`src/rtl/wp_pkg.sv`:
```
package wp_pkg;
  typedef struct packed {
    logic       en;
    logic [1:0] sel;
  } wp_cfg_t;

  localparam logic [2:0] WP_BLK_ID    = 3'b000;
  localparam logic [7:0] WP_PROT_ADDR = 8'hE2;
  localparam logic [7:0] WP_LOCK_ADDR = 8'hE3;
endpackage

```
`src/rtl/wp_regs.sv`:
```
module wp_regs
  import wp_pkg::*;
(
  input  logic          clk,
  input  logic          rst_n,
  input  logic [2:0]    reg_blk,
  input  logic [7:0]    reg_addr,
  input  logic          reg_wr,
  input  logic          reg_rd,
  input  logic [7:0]    reg_wdata,
  output logic [7:0]    reg_rdata,
  output wp_cfg_t       cfg_o,
  output logic          lock_o
);
  logic    blk_hit, hit_prot, hit_lock;
  wp_cfg_t cfg_q;
  logic    lock_q;

  assign blk_hit  = (reg_blk == WP_BLK_ID);
  assign hit_prot = blk_hit && (reg_addr == WP_PROT_ADDR);
  assign hit_lock = blk_hit && (reg_addr == WP_LOCK_ADDR);

  always_ff @(posedge clk) begin
    if (!rst_n) begin
      cfg_q  <= '0;
      lock_q <= 1'b0;
    end else begin
      if (reg_wr && hit_prot && !lock_q)
        cfg_q <= wp_cfg_t'(reg_wdata[2:0]);
      if (reg_wr && hit_lock && reg_wdata[0])
        lock_q <= 1'b1;
    end
  end

  always_comb begin
    reg_rdata = 8'h00;
    if (reg_rd && hit_prot) reg_rdata = {5'b0, cfg_q};
    else if (reg_rd && hit_lock) reg_rdata = {7'b0, lock_q};
  end

  assign cfg_o  = cfg_q;
  assign lock_o = lock_q;
endmodule

```
`src/rtl/wp_region.sv`:
```
module wp_region
  import wp_pkg::*;
#(
  parameter int AW = 8
) (
  input  wp_cfg_t       cfg,
  input  logic [AW-1:0] addr,
  output logic          hit
);
  logic [1:0] quarter;
  logic [1:0] floor_q;

  assign quarter = addr[AW-1 -: 2];
  assign floor_q = 2'd3 - cfg.sel;
  assign hit     = cfg.en && (quarter >= floor_q);
endmodule

```
`src/rtl/nvm_wrprot_ctrl.sv`:
```
module nvm_wrprot_ctrl
  import wp_pkg::*;
#(
  parameter int DEPTH = 256,
  localparam int AW   = $clog2(DEPTH)
) (
  input  logic          clk,
  input  logic          rst_n,
  input  logic [2:0]    reg_blk,
  input  logic [7:0]    reg_addr,
  input  logic          reg_wr,
  input  logic          reg_rd,
  input  logic [7:0]    reg_wdata,
  output logic [7:0]    reg_rdata,
  input  logic          mem_req,
  input  logic [AW-1:0] mem_addr,
  output logic          mem_allow,
  output logic          mem_we,
  output logic          viol,
  output logic          lock_o
);
  wp_cfg_t cfg_q;
  logic    prot_hit;
  logic    viol_q;

  wp_regs u_regs (
    .clk(clk), .rst_n(rst_n),
    .reg_blk(reg_blk), .reg_addr(reg_addr), .reg_wr(reg_wr), .reg_rd(reg_rd),
    .reg_wdata(reg_wdata), .reg_rdata(reg_rdata),
    .cfg_o(cfg_q), .lock_o(lock_o)
  );

  wp_region #(.AW(AW)) u_region (
    .cfg(cfg_q), .addr(mem_addr), .hit(prot_hit)
  );

  assign mem_allow = !prot_hit;
  assign mem_we    = mem_req && mem_allow;

  always_ff @(posedge clk) begin
    if (!rst_n) viol_q <= 1'b0;
    else        viol_q <= mem_req && prot_hit;
  end

  assign viol = viol_q;
endmodule

```
`config.mk`:
```
export PLATFORM = sky130hd
export DESIGN_NAME = nvm_wrprot_ctrl
export DESIGN_NICKNAME = d
export VERILOG_FILES = /design/src/rtl/wp_pkg.sv /design/src/rtl/wp_regs.sv /design/src/rtl/wp_region.sv /design/src/rtl/nvm_wrprot_ctrl.sv
export SDC_FILE = /design/constraint.sdc
export NUM_CORES = 1
export LEC_CHECK = 0
export BUFFER_PORTS_ARGS = -buffer_cell sky130_fd_sc_hd__buf_4
export CAP_MARGIN = 20
export CORE_AREA = 5 5 42 44
export CTS_CLUSTER_SIZE = 12
export DETAILED_ROUTE_END_ITERATION = 8
export DIE_AREA = 0 0 47 49
export GPL_TIMING_DRIVEN = 1
export HOLD_SLACK_MARGIN = 0.15
export PLACE_DENSITY = 0.76
export SYNTH_ARGS = -nofsm -noshare
export SYNTH_HDL_FRONTEND = slang
export SYNTH_SLANG_ARGS = --single-unit
```
`constraint.sdc`:
```
create_clock -name clk -period 5.3 [get_ports clk]
set_clock_uncertainty 0.15 [all_clocks]
set_input_delay 1.06 -clock clk [delete_from_list [all_inputs] [get_ports clk]]
set_output_delay 1.06 -clock clk [all_outputs]
set_load 0.05 [all_outputs]
```
==> metrics.md <==
| Metric | Value |
|---|---|
| Status | `finished clean` |
| Final WS setup | `1630 ps` |
| Critical path capture point type | `output pin` |
| EDFF count, synth | `0` |
| # IOs | `44` |
| Height of the die | `49 um` |
| Htree depth | `1` |
| Overflow after GRT | `0` |
| Clk_lat worst skew | `250 ps` |
| Final setup fails | `0` |
| Core area | `around 1400 um2` |
| Critical Path RT | `between 4000 and 5000 ps` |
| Site Rows | `14` |
| Synth Register Bits | `5` |
| Port Buf Inserts | `27` |
| PD cells | `184 nW/um2` |
| Fin. Hold Viols | `0` |
| CP Class | `primary input to output pin` |
| Detail Placement HPWL | `865 um` |
| Drt wl/cell | `roughly 12 um` |
| MaxCap Viol Count | `0` |
| Cts bufs inserted | `3` |
| Synth Area in Simple Gates | `0.388` |
| Root Buffer | `clkbuf_4` |
| First-pass GRT wire length | `between 1500 and 2000 um` |
| Register area share after synthesis | `0.261` |
| Post-route insts no fill | `between 80 and 90` |
| Peak supply drop | `0.0659 mV` |
| Layout cells sized above 1 | `0.466` |
| Xor/xnor cell area share of the yosys netlist | `0` |
| Post-Syn Instances | `44` |
| Place WS | `between 1500 and 2000 ps` |
| Routed WL | `1060 um` |
| Mux contribution to synthesized area | `0.0782` |
| Hold-fix buffers, CTS | `0` |
| Area occupied by multi-input gates | `250 um2` |
| Clk sink count | `5` |
| Final period util | `0.692` |
| Final Max Slew Viols | `0` |
| Commonest non-fill, non-tap cell in the layout | `buf_4` |
| Vias in the first global route | `between 400 and 500` |
| Most frequent cells in the layout | `27 x buf_4, 9 x nand2_1, 5 x conb_1, 5 x dfxtp_1` |
| Die area | `2300 um2` |
| Leak | `0.301 nW` |
| Main synth FF type | `dfxtp_1` |
| Total power | `0.000112 W` |
| Maximum number of pins on one net before global-route repair | `9` |
| Synth Area in Compound Gates | `0.0717` |
| Crit path DAT | `approximately 2500 ps` |
| Die Wd | `between 40 and 50 um` |
| Synth cell types | `22` |
| Max FO, Critical Path | `3` |
| Fin util | `0.433` |
| Placer Congestion | `roughly 0.68` |
| Initial Util | `0.274` |
| RSZ-0062 raised after global routing | `false` |
| Fin Setup TNS | `0 ps` |
| Area delta synth->final | `58.0%` |
| Clk pin slew, worst setup/hold paths | `about 40 ps` |
| Yosys warning total | `0` |
| Final min period | `3670 ps` |
| Synthesized area | `around 380 um2` |
| Drt via density | `4.48` |
| Initial antenna violation count | `0` |
| FILL cells | `147` |
| CTS tree | `built` |
| Combinational family with the most area after synthesis | `simple AND/OR/NAND/NOR gates` |
| Gr usage total | `0.103` |
| Vias | `399` |
| Crit start category | `primary input` |
| Nets@finish | `between 100 and 150` |
| Peak Freq | `273 MHz` |
| FF/Latch Area | `~100 um2` |
| Post-Place Cells | `85` |
| Number of DRC markers in iteration 0 | `3` |
| Post_cts resized | `0` |
| Drc violations | `0` |
| Diodes inserted | `0` |
| Post-CTS setup buffers | `0` |
| Pre-Repair DR Iteration Count | `2` |
| Asr flop ratio synth | `0` |
| Clock Path Buffers | `2` |
| Adder-cell share of the synthesized area | `0.0651` |
| Average cell area after synthesis | `about 8.7 um2` |
| Hold Path Class | `flip-flop to flip-flop` |
| DRT antenna net count | `0` |
state kept, by name, indices dropped and copies added (netlist names):
signal / cells
u_regs.cfg_o: 3
u_regs.lock_o: 1
viol: 1
metrics by stage:
step | hold WS, ps | area [um2]
2_1_floorplan | 285 | 399
3_3_place_gp | 297 | 581
3_5_place_dp | 332 | 581
4_1_cts | 337 | 607
5_1_grt | 365 | 607
6_report | 338 | 607
logic make-up (layout without fill, tap and decap cells):
logic type,count (synthesis),after routing
AND/OR/NAND/NOR,21,21
buffers and inverters,8,33
flip-flops,5,5
AO/OA/AOI/OAI,4,4
multiplexers,3,3
adder cells (fa/ha/maj),2,2
other,1,5
critical path: stages:
cell and delay (ps):
buf_4 110, or4b_4 560, nor3_1 300, and4b_1 240
buf_4 200
area by class of cell:
| class | count | share of cell area |
|---|---|---|
| Multi-Input combinational cell | 35 | 0.412 |
| Timing Repair Buffer | 27 | 0.334 |
| Sequential cell | 5 | 0.165 |
| Clock buffer | 4 | 0.0433 |
| Tap cell | 16 | 0.0330 |
| Inverter | 2 | 0.0124 |
where the power goes:
group	switching (W)	total [W]	internal [W]	leakage [nW]
registers	0.00000000511	0.0000377	0.0000377	0.0402
clock network	0.0000175	0.0000461	0.0000286	0.0150
logic	0.0000154	0.0000280	0.0000126	0.246
synth_stat cells, types with 2 or more instances:
master   instances  share of area
inv_1            2          0.020
or4b_4           2          0.072
ha_1             2          0.065
buf_4            5          0.098
dfxtp_1          5           0.26
mux2i_1          3          0.078
nand2_1          9          0.088
and4b_1          2          0.052
path summary, 6_finish.rpt:
| kind | start | cells after the start | slack [ps] | end |
|---|---|---|---|---|
| setup / recovery | reg_blk[1] | 5 | 1630 | reg_rdata[1] |
| hold / removal | u_regs.cfg_o[0] | 2 | 340 | u_regs.cfg_o[0] |
| setup reg to reg | u_regs.lock_o | 3 | 3750 | u_regs.cfg_o[0] |
| hold reg to reg | u_regs.cfg_o[0] | 2 | 340 | u_regs.cfg_o[0] |
layer usage:
metal  track usage  part of all wire  vias to the layer above
li1              -                 -                      205
met1        0.0885              0.32                      175
met2         0.167              0.56                       15
met3        0.0554             0.083                        4
met4        0.0783             0.036                        0
met5             0                 0                        -
No activity file was read; power rests on OpenSTA's default activity.
